**config.mk**
```make
export PLATFORM = sky130hd
export DESIGN_NAME = clamp_timing_gen
export DESIGN_NICKNAME = d
export VERILOG_FILES = /design/src/rtl/clamp_pkg.sv /design/src/rtl/hsync_trail_det.sv /design/src/rtl/clamp_cfg_regs.sv /design/src/rtl/clamp_window_timer.sv /design/src/rtl/clamp_timing_gen.sv
export SDC_FILE = /design/constraint.sdc
export NUM_CORES = 1
export LEC_CHECK = 0
export ABC_AREA = 1
export ABC_CLOCK_PERIOD_IN_PS = 3200
export BUFFER_PORTS_ARGS = -buffer_cell sky130_fd_sc_hd__buf_2
export CAP_MARGIN = 5
export CORE_MARGIN = 1
export CORE_UTILIZATION = 29
export CTS_CLUSTER_DIAMETER = 40
export CTS_CLUSTER_SIZE = 28
export DETAILED_ROUTE_END_ITERATION = 12
export PLACE_DENSITY_LB_ADDON = 0.08
export SETUP_SLACK_MARGIN = 0.1
export SLEW_MARGIN = 20
export SYNTH_ARGS = -nofsm -noshare
export SYNTH_HDL_FRONTEND = slang
export SYNTH_SLANG_ARGS = --single-unit
export TNS_END_PERCENT = 1
```
**constraint.sdc**
```tcl
create_clock -name clk -period 3.2 [get_ports clk]
set_clock_uncertainty 0.15 [all_clocks]
set_input_delay 0.32 -clock clk [delete_from_list [all_inputs] [get_ports clk]]
set_output_delay 0.32 -clock clk [all_outputs]
set_load 0.05 [all_outputs]
```
**src/rtl/clamp_pkg.sv**
```systemverilog
package clamp_pkg;
   localparam int NCH = 3;
   localparam int CTRL_W = 6;
   localparam int CB_EXT_EN  = 3;
   localparam int CB_EXT_POL = 4;
   localparam int CB_SYNC_AL = 5;
   localparam logic [1:0] A_DELAY = 2'd0;
   localparam logic [1:0] A_LEN   = 2'd1;
   localparam logic [1:0] A_CTRL  = 2'd2;
   typedef enum logic [1:0] {TS_IDLE, TS_WAIT, TS_CLAMP} tstate_t;
endpackage

```
**src/rtl/hsync_trail_det.sv**
```systemverilog
module hsync_trail_det #(
   parameter int STAGES = 2
) (
   input  logic clk,
   input  logic rst_n,
   input  logic sync_in,
   input  logic active_low,
   output logic trail
);
   if (STAGES < 2) begin : g_bad_stages
      $error("hsync_trail_det: STAGES must be at least 2");
   end

   logic [STAGES:0] q;

   always_ff @(posedge clk or negedge rst_n) begin
      if (!rst_n) q[0] <= 1'b0;
      else        q[0] <= sync_in;
   end

   for (genvar i = 1; i <= STAGES; i++) begin : g_chain
      always_ff @(posedge clk or negedge rst_n) begin
         if (!rst_n) q[i] <= 1'b0;
         else        q[i] <= q[i-1];
      end
   end

   assign trail = active_low ? (!q[STAGES] && q[STAGES-1])
                             : (q[STAGES] && !q[STAGES-1]);

   // one trailing edge is a single-cycle event
   p_trail_single_r2: assert property (@(posedge clk) disable iff (!rst_n)
      trail |=> !trail);
endmodule

```
**src/rtl/clamp_cfg_regs.sv**
```systemverilog
module clamp_cfg_regs
   import clamp_pkg::*;
#(
   parameter int REG_W = 8,
   parameter int ADDR_W = 2,
   parameter logic [REG_W-1:0] DELAY_RST = 8'h09,
   parameter logic [REG_W-1:0] LEN_RST = 8'h14
) (
   input  logic              clk,
   input  logic              rst_n,
   input  logic              wr_en,
   input  logic [ADDR_W-1:0] wr_addr,
   input  logic [REG_W-1:0]  wr_data,
   output logic [REG_W-1:0]  delay_q,
   output logic [REG_W-1:0]  len_q,
   output logic [CTRL_W-1:0] ctrl_q
);
   if (REG_W < CTRL_W) begin : g_bad_width
      $error("clamp_cfg_regs: REG_W too narrow for the control field");
   end

   always_ff @(posedge clk or negedge rst_n) begin
      if (!rst_n) begin
         delay_q <= DELAY_RST;
         len_q   <= LEN_RST;
         ctrl_q  <= '0;
      end else if (wr_en) begin
         case (wr_addr[1:0])
            A_DELAY: delay_q <= wr_data;
            A_LEN:   len_q   <= wr_data;
            A_CTRL:  ctrl_q  <= wr_data[CTRL_W-1:0];
            default: ;
         endcase
      end
   end

   // an unmapped address leaves every register as it was
   p_unmapped_r10: assert property (@(posedge clk) disable iff (!rst_n)
      (wr_en && wr_addr[1:0] == 2'd3) |=>
         ($stable(delay_q) && $stable(len_q) && $stable(ctrl_q)));
endmodule

```
**src/rtl/clamp_window_timer.sv**
```systemverilog
module clamp_window_timer
   import clamp_pkg::*;
#(
   parameter int REG_W = 8
) (
   input  logic             clk,
   input  logic             rst_n,
   input  logic             trail,
   input  logic [REG_W-1:0] delay_in,
   input  logic [REG_W-1:0] len_in,
   output logic             clamp_nxt
);
   localparam logic [REG_W-1:0] ONE = REG_W'(1);

   tstate_t          st, st_n;
   logic [REG_W-1:0] cnt, cnt_n;
   logic [REG_W-1:0] len_act, len_n;

   always_comb begin
      st_n  = st;
      cnt_n = cnt;
      len_n = len_act;
      if (trail) begin
         len_n = len_in;
         if (len_in == '0) begin
            st_n = TS_IDLE;
         end else if (delay_in == '0) begin
            st_n  = TS_CLAMP;
            cnt_n = len_in - ONE;
         end else begin
            st_n  = TS_WAIT;
            cnt_n = delay_in - ONE;
         end
      end else begin
         case (st)
            TS_WAIT:
               if (cnt == '0) begin
                  st_n  = TS_CLAMP;
                  cnt_n = len_act - ONE;
               end else begin
                  cnt_n = cnt - ONE;
               end
            TS_CLAMP:
               if (cnt == '0) st_n = TS_IDLE;
               else           cnt_n = cnt - ONE;
            default: ;
         endcase
      end
   end

   always_ff @(posedge clk or negedge rst_n) begin
      if (!rst_n) begin
         st      <= TS_IDLE;
         cnt     <= '0;
         len_act <= '0;
      end else begin
         st      <= st_n;
         cnt     <= cnt_n;
         len_act <= len_n;
      end
   end

   assign clamp_nxt = (st_n == TS_CLAMP);

   // checker: clamp cycles since the last trailing edge
   logic [REG_W:0] run;
   always_ff @(posedge clk or negedge rst_n) begin
      if (!rst_n)           run <= '0;
      else if (trail)       run <= (st_n == TS_CLAMP) ? 1 : 0;
      else if (st_n == TS_CLAMP) run <= run + 1'b1;
   end

   p_window_bound_r2: assert property (@(posedge clk) disable iff (!rst_n)
      run <= {1'b0, len_act});
   p_zero_delay_r3: assert property (@(posedge clk) disable iff (!rst_n)
      (trail && delay_in == '0 && len_in != '0) |=> st == TS_CLAMP);
   p_zero_len_r4: assert property (@(posedge clk) disable iff (!rst_n)
      (trail && len_in == '0) |=> st == TS_IDLE);
   p_restart_r6: assert property (@(posedge clk) disable iff (!rst_n)
      (trail && delay_in != '0 && len_in != '0) |=> st == TS_WAIT);
endmodule

```
**src/rtl/clamp_timing_gen.sv**
```systemverilog
module clamp_timing_gen
   import clamp_pkg::*;
#(
   parameter int REG_W = 8,
   parameter int ADDR_W = 2,
   parameter int SYNC_STAGES = 2,
   parameter logic [REG_W-1:0] DELAY_RST = 8'h09,
   parameter logic [REG_W-1:0] LEN_RST = 8'h14
) (
   input  logic                   clk,
   input  logic                   rst_n,
   input  logic                   hsync_in,
   input  logic                   ext_clamp_in,
   input  logic                   wr_en,
   input  logic [ADDR_W-1:0]      wr_addr,
   input  logic [REG_W-1:0]       wr_data,
   output logic                   clamp_out,
   output logic [NCH*REG_W-1:0]   tgt_codes
);
   localparam logic [REG_W-1:0] MID_CODE = REG_W'(1) << (REG_W - 1);

   if (ADDR_W < 2) begin : g_bad_addr
      $error("clamp_timing_gen: ADDR_W must be at least 2");
   end
   if (REG_W < 2) begin : g_bad_reg
      $error("clamp_timing_gen: REG_W must be at least 2");
   end

   logic [REG_W-1:0]  delay_q, len_q;
   logic [CTRL_W-1:0] ctrl_q;
   logic              trail, clamp_nxt;

   clamp_cfg_regs #(
      .REG_W(REG_W), .ADDR_W(ADDR_W),
      .DELAY_RST(DELAY_RST), .LEN_RST(LEN_RST)
   ) u_regs (
      .clk(clk), .rst_n(rst_n), .wr_en(wr_en), .wr_addr(wr_addr),
      .wr_data(wr_data), .delay_q(delay_q), .len_q(len_q), .ctrl_q(ctrl_q)
   );

   hsync_trail_det #(.STAGES(SYNC_STAGES)) u_det (
      .clk(clk), .rst_n(rst_n), .sync_in(hsync_in),
      .active_low(ctrl_q[CB_SYNC_AL]), .trail(trail)
   );

   clamp_window_timer #(.REG_W(REG_W)) u_timer (
      .clk(clk), .rst_n(rst_n), .trail(trail),
      .delay_in(delay_q), .len_in(len_q), .clamp_nxt(clamp_nxt)
   );

   always_ff @(posedge clk or negedge rst_n) begin
      if (!rst_n)                  clamp_out <= 1'b0;
      else if (ctrl_q[CB_EXT_EN])  clamp_out <= ext_clamp_in ^ ctrl_q[CB_EXT_POL];
      else                         clamp_out <= clamp_nxt;
   end

   for (genvar i = 0; i < NCH; i++) begin : g_tgt
      assign tgt_codes[i*REG_W +: REG_W] = ctrl_q[i] ? MID_CODE : '0;

      // a control write sets this channel's target from its select bit
      p_target_r9: assert property (@(posedge clk) disable iff (!rst_n)
         (wr_en && wr_addr[1:0] == A_CTRL) |=>
            tgt_codes[i*REG_W +: REG_W] == ($past(wr_data[i]) ? MID_CODE : '0));
   end

   // in external mode the output follows the pin one edge later
   p_ext_follow_r8: assert property (@(posedge clk) disable iff (!rst_n)
      ctrl_q[CB_EXT_EN] |=>
         clamp_out == ($past(ext_clamp_in) ^ $past(ctrl_q[CB_EXT_POL])));
endmodule

```
==> results of run 1 <==
==> cell families after synthesis <==
kind of cell,Yosys count,synth area share
AND/OR/NAND/NOR,127,0.2310
buffers and inverters,70,0.1369
AO/OA/AOI/OAI,67,0.1435
flip-flops,44,0.4202
XOR/XNOR,13,0.04325
adder cells (fa/ha/maj),5,0.02376
other,1,0.001424
==> registers in the layout, summed over array words and instances (netlist names) <==
name and cells:
clamp_out 1, u_det.q 3, u_regs.ctrl_q 6, u_regs.delay_q 8, u_regs.len_q 8, u_timer.cnt 8
u_timer.len_act 8, u_timer.st 2
==> layout make-up <==
cell class                 instances  area (µm²)
clock inverter                     2       15.01
sequential                        44        1106
tap                              108       135.1
timing repair buffer              21       120.1
clock buffer                       6       82.58
inverter                          40       150.1
multi-input combinational        233        1241
fill                             966        5913
==> power groups by stage <==
stage,logic [mW],clock network [mW],registers (mW)
after floorplan,0.748,0,0.811
final,0.895,0.386,0.821
after global routing,1.03,0.430,0.842
after global placement,0.910,0,0.833
after detailed placement,0.901,0,0.835
after CTS,0.908,0.405,0.824
==> worst register-to-register path: stages (launching register included) <==
cell,delay [ns]
dfrtp_1,0.38
inv_1,0.12
ha_1,0.22
nand3_2,0.16
nor2_2,0.19
nand2_1,0.07
nand2_1,0.06
nand2_1,0.27
inv_1,0.20
a21oi_1,0.05
o21ai_0,0.07
o21ai_1,0.08
==> cell usage in the layout, fill, tap and decap left out, types with 8 or more instances in the layout <==
cell / n
dfrtp_1: 40
nand2_1: 66
conb_1: 21
inv_1: 32
nor2_1: 23
nand3_1: 13
buf_2: 17
a21oi_1: 9
o21ai_0: 36
o21ai_1: 8
xor2_1: 11
==> routing by layer <==
metal | share of wire | global-route usage
met5 | 0 | 0
met4 | 0.011 | 0.03733
met3 | 0.031 | 0.02806
met2 | 0.46 | 0.2118
met1 | 0.50 | 0.1804
==> path summary, 6_finish.rpt <==
check | from | to | slack [ns] | depth (start not counted)
max in group asynchronous | rst_n | u_regs.delay_q[2] | 2.08 | 2
hold / removal | wr_data[7] | u_regs.len_q[7] | 0.13 | 3
setup reg to reg | u_timer.cnt[0] | u_timer.cnt[1] | 1.06 | 11
hold reg to reg | u_det.q[0] | u_det.q[1] | 0.21 | 0
min in group asynchronous | rst_n | u_timer.cnt[5] | 0.41 | 2
setup / recovery | u_timer.cnt[0] | u_timer.cnt[1] | 1.06 | 11
==> what timing repair did <==
action / CTS / global route
endpoints found under the setup margin: 0 / 0
hold endpoints to repair: 1 / 40
hold buffers: 1 / 1
==> stage by stage <==
| step | std cells | hold slack [ns] | area, µm² | utilization | power [mW] |
|---|---|---|---|---|---|
| 3_5_place_dp | 444 | 0.1893 | 2730 | 0.3115 | 1.736 |
| 2_1_floorplan | 347 | -0.1256 | 2708 | - | 1.559 |
| 5_1_grt | 454 | 0.1325 | 2850 | 0.3252 | 2.297 |
| 3_3_place_gp | 444 | 0.1835 | 2730 | 0.3115 | 1.743 |
| 4_1_cts | 453 | 0.09583 | 2838 | 0.3238 | 2.137 |
| 6_report | 454 | 0.1277 | 2850 | 0.3252 | 2.101 |
==> impl_metrics.csv, run 1 <==
group,metric,value,unit
routing,first_pass_iters,4,
sta,slew_headroom,0.6001,
grt,antenna_found_initial,0,
finish,diodes,0,
worst_setup_path,crit_chain,"inv_1, ha_1, nand3_2, nor2_2, nand2_1, nand2_1, nand2_1, inv_1, a21oi_1, o21ai_0, o21ai_1",
sta,timing_hold_violations_final,0,
routing,detail-route-antenna-nets,0,
routing,routed_via_density,4.381,
grt,grt_usage,0.1323,
logic_synthesis,syn-cell-area,2633,µm²
worst_setup_path,critical_path.top_delay_family,"simple AND/OR/NAND/NOR gates",
routing,drt_first_iter_violations,78,
logic_synthesis,synth_cells,327,
routing,vias,1989,
grt,grt_pass1_vias,1897,
die,fp.coreArea,8763,µm²
die,start_util,0.3004,
clock_network,htreeDepth,2,
grt,grt_max_degree,45,
logic_synthesis,post-synth-top-count-cell,"nand2_1",
worst_setup_path,path_buf_inv,2,
placement,gp_congestion,0.7355,
sta,slew_violations,0,
sta,final.setup.worst_slack,1.060,ns
placement,io_buffers,18,
power,power.static_leakage,1.401,nW
finish,syn_to_final_growth,8.270,%
logic_synthesis,yosysTopAreaCellShare,0.3802,
die,die_x,97.28,µm
clock_network,ctsLongestPathBuffers,2,
clock_network,cts_sinks,44,
worst_setup_path,path_class,"flip-flop to flip-flop",
sta,period_needed,2.140,ns
logic_synthesis,ys_top_cells_by_area,"dfrtp_1 (38%), nand2_1 (9.4%), buf_4 (7.4%)",
clock_network,cts-root-buf,"clkbuf_8",
worst_hold_path,min-delay-path-class,"primary input to flip-flop",
logic_synthesis,ys_types,35,
logic_synthesis,synth_ff_type,"dfrtp_1",
worst_setup_path,crit_arrival,2.17,ns
clock_network,cts_setup_buffers,0,
finish,final_layout_size_suffix_gt1_frac,0.1936,
sta,finalSetupViolCount,0,
clock_network,clkLatencyLatePin,0.30,ns
power,p_sw,916.0,µW
clock_network,clkTransAtPathRegs,0.09,ns
worst_setup_path,slowest_stage,"dfrtp_1",
sta,max_freq,467.2,MHz
worst_setup_path,critical_path.max_fanout,14,
die,pin_count,40,
die,num_rows,34,
logic_synthesis,postSynthAreaPerCell,8.051,µm²
power,vdd_drop_max,245.5,µV
grt,grt_pass1_wl,9873,µm
logic_synthesis,yosys.area.top_type,"dfrtp_1",
worst_setup_path,critPathMaxStageDelay,0.38,ns
logic_synthesis,ys_warn_count,0,
die,die_h,97.28,µm
job,drv_cap,0,
logic_synthesis,netlist_top_cells_count,"nand2_1 (66), dfrtp_1 (40), o21ai_0 (36)",
power,power_density,737.2,nW/µm²
sta,setup_tns,0,ns
clock_network,cts_tree,"done",
sta,worst_slew_pin_slew,0.5999,ns
logic_synthesis,synth-seq-cells,44,
clock_network,numCtsBuffers,5,
routing,wl_per_cell,12.74,µm
worst_setup_path,worstSetupEndpointType,"flip-flop",
outcome,status,"finished, final reports clean",
worst_setup_path,critical_path_required,3.23,ns
worst_setup_path,crit_top_cell,"nand2_1",
logic_synthesis,synth_edf_count,0,
clock_network,cts_resized,0,
power,clkPwrFrac,0.184,
finish,fin_nets,365,
power,pwr-share-seq,0.391,
power,p_int,1.185,mW
sta,post-route-period-util,0.6688,
sta,rsz0062_at_grt,"no",
power,p_comb_frac,0.426,
placement,dpl.hpwl,4370,µm
power,p_sw_frac,0.4360,
logic_synthesis,ys_async_sr_fraction,1.000,
routing,drt_wl_total,5782,µm
worst_setup_path,cp-start-kind,"flip-flop",
die,dieArea,9462,µm²
logic_synthesis,ys_seq_area_frac,0.4202,
routing,drc_errors,0,
grt,grt_overflow_total,0,
placement,preCtsSetupSlack,1.059,ns
(Power assumes the default switching activity.)
==> run 2, diff against run 1 <==
- ABC_CLOCK_PERIOD_IN_PS: 3200 -> 1980
- clock period: 3.2 -> 1.98 ns (I/O delays scaled with it)
==> run 2 against run 1 <==
Effect of this change:
- highest routed layer unchanged
- non-clock buffer count is 19 higher
- die area stayed put
- largest power group unchanged
- critical path depth is 2 lower
- cell area is 9.0% higher
- critical endpoint is now u_timer.cnt[2]
- routed wire length is 3.1% higher
- maximum frequency is 14% higher
==> impl_metrics.csv, run 2 (same netlist as run 1, synthesis figures left out) <==
group,metric,value,unit
job,drv_cap,0,
finish,syn_to_final_growth,18.06,%
finish,regArea,1106,µm²
clock_network,clkTransAtPathRegs,0.10,ns
clock_network,cts-root-buf,"clkbuf_8",
grt,antenna_found_initial,0,
worst_setup_path,timing.rr.end,"u_timer.cnt[2]",
clock_network,clkLatencyLatePin,0.31,ns
die,num_rows,34,
worst_setup_path,worstSetupEndpointType,"flip-flop",
finish,final_layout_size_suffix_gt1_frac,0.2685,
power,power.static_leakage,1.517,nW
clock_network,htreeDepth,2,
routing,drt_wl_total,5964,µm
sta,worst_slew_pin_slew,0.5422,ns
grt,grt_max_degree,24,
sta,slew_headroom,0.6375,
grt,grt_pass1_wl,10450,µm
power,vdd_drop_max,307.8,µV
die,dieArea,9462,µm²
finish,multiInputGateArea,1325,µm²
finish,postLayoutCoreUtil,0.3547,
sta,slew_violations,0,
finish,fill_cells,956,
die,fp.coreArea,8763,µm²
sta,rsz0062_at_grt,"yes",
die,start_util,0.3004,
sta,period_needed,1.877,ns
finish,final_area,3108,µm²
grt,grt_pass1_vias,2125,
routing,wl_per_cell,12.61,µm
die,die_h,97.28,µm
worst_hold_path,min-delay-path-class,"primary input to flip-flop",
routing,drt_first_iter_violations,49,
routing,drc_errors,0,
worst_setup_path,cp-start-kind,"flip-flop",
clock_network,ctsLongestPathBuffers,2,
routing,first_pass_iters,4,
worst_hold_path,whs_path_depth,3,
placement,gp_congestion,0.7217,
outcome,status,"finished, final reports clean",
grt,grt_usage,0.1396,
placement,placed_area,2825,µm²
sta,finalSetupViolCount,0,
routing,vias,2037,
routing,routed_via_density,4.307,
placement,io_buffers,18,
worst_hold_path,hold_end,"u_regs.len_q[2]",
sta,final.setup.worst_slack,0.1029,ns
worst_setup_path,reg2reg_depth,9,
finish,final_cell_mix,"nand2_1 (64), dfrtp_1 (40), o21ai_0 (35)",
finish,diodes,0,
worst_setup_path,critical_path_required,2.01,ns
worst_setup_path,critical_path.max_fanout,7,
power,power_density,1200,nW/µm²
grt,grt_overflow_total,0,
die,pin_count,40,
worst_setup_path,path_class,"flip-flop to flip-flop",
sta,setup_tns,0,ns
die,die_x,97.28,µm
finish,fin_nets,384,
worst_hold_path,hold_path_startpoint,"wr_data[2]",
placement,dpl.hpwl,4515,µm
sta,max_freq,532.7,MHz
clock_network,cts_tree,"done",
power,power,3.730,mW
sta,timing_hold_violations_final,0,
finish,final_common_cell,"nand2_1",
placement,preCtsSetupSlack,-0.04898,ns
clock_network,cts_sinks,44,
routing,detail-route-antenna-nets,0,
clock_network,numCtsBuffers,5,
sta,post-route-period-util,0.9480,
worst_setup_path,rrSetupSlack,0.10,ns
worst_setup_path,crit_arrival,1.91,ns
worst_setup_path,r2r_start,"u_regs.delay_q[1]",
==> run 2: cell types whose count changed in the layout (fill, tap and decap cells not counted), sizes merged <==
cell,delta
clkbuf,-1
buf,+19
clkinvlp,-1
inv,+1
bufinv,+1
==> run 2: cell type report <==
class	count	share of cell area
tap	108	0.04348
clock inverter	3	0.01490
multi-input combinational	233	0.4263
inverter	40	0.04831
sequential	44	0.3559
clock buffer	5	0.02214
timing repair buffer	40	0.08897
==> run 2: worst max-delay path, cell delays in order (launching register included) <==
cell	delay (ns)
dfrtp_1	0.40
nor2_2	0.12
nand2_2	0.11
nor2_8	0.22
a21oi_4	0.11
ha_4	0.18
nand2_4	0.08
nand2_1	0.06
o211ai_1	0.23
o21ai_1	0.10
==> run 2: timing repair <==
item	4_1_cts	5_1_grt
endpoints found under the hold margin	16	0
pin swaps	3	5
hold buffers	2	0
setup endpoints to repair	6	8
buffers inserted	7	1
gates resized for setup	8	14
==> run 2: layer usage <==
metal	global-route usage	vias to the layer above	part of all wire
li1	-	1072	-
met1	0.1911	927	0.52
met2	0.2189	32	0.44
met3	0.03525	6	0.030
met4	0.03846	0	0.011
met5	0	-	0
==> run 2: stage by stage <==
step / std cells / hold WS, ns
2_1_floorplan: 347 / -0.2476
3_3_place_gp: 455 / 0.01293
3_5_place_dp: 455 / 0.01643
4_1_cts: 472 / 0.0004073
5_1_grt: 473 / 0.01495
6_report: 473 / 0.002618
==> run 2: how the worst max path moves through the flow <==
stage,slack [ns],depth (start not counted),endpoint,startpoint
after floorplan,0.17,10,u_timer.cnt[4],u_regs.delay_q[3]
after global routing,-0.02,10,u_timer.cnt[4],u_regs.delay_q[0]
after global placement,0.005,10,u_timer.cnt[4],u_regs.delay_q[3]
final,0.10,9,u_timer.cnt[2],u_regs.delay_q[1]
after detailed placement,-0.05,10,u_timer.cnt[4],u_regs.delay_q[3]
after CTS,0.08,10,u_timer.cnt[4],u_regs.delay_q[0]
==> run 2: power breakdown <==
group          total [mW]  internal (mW)  switching, mW
logic                1.68          0.653           1.03
clock network       0.732          0.381          0.352
registers            1.32           1.14          0.179
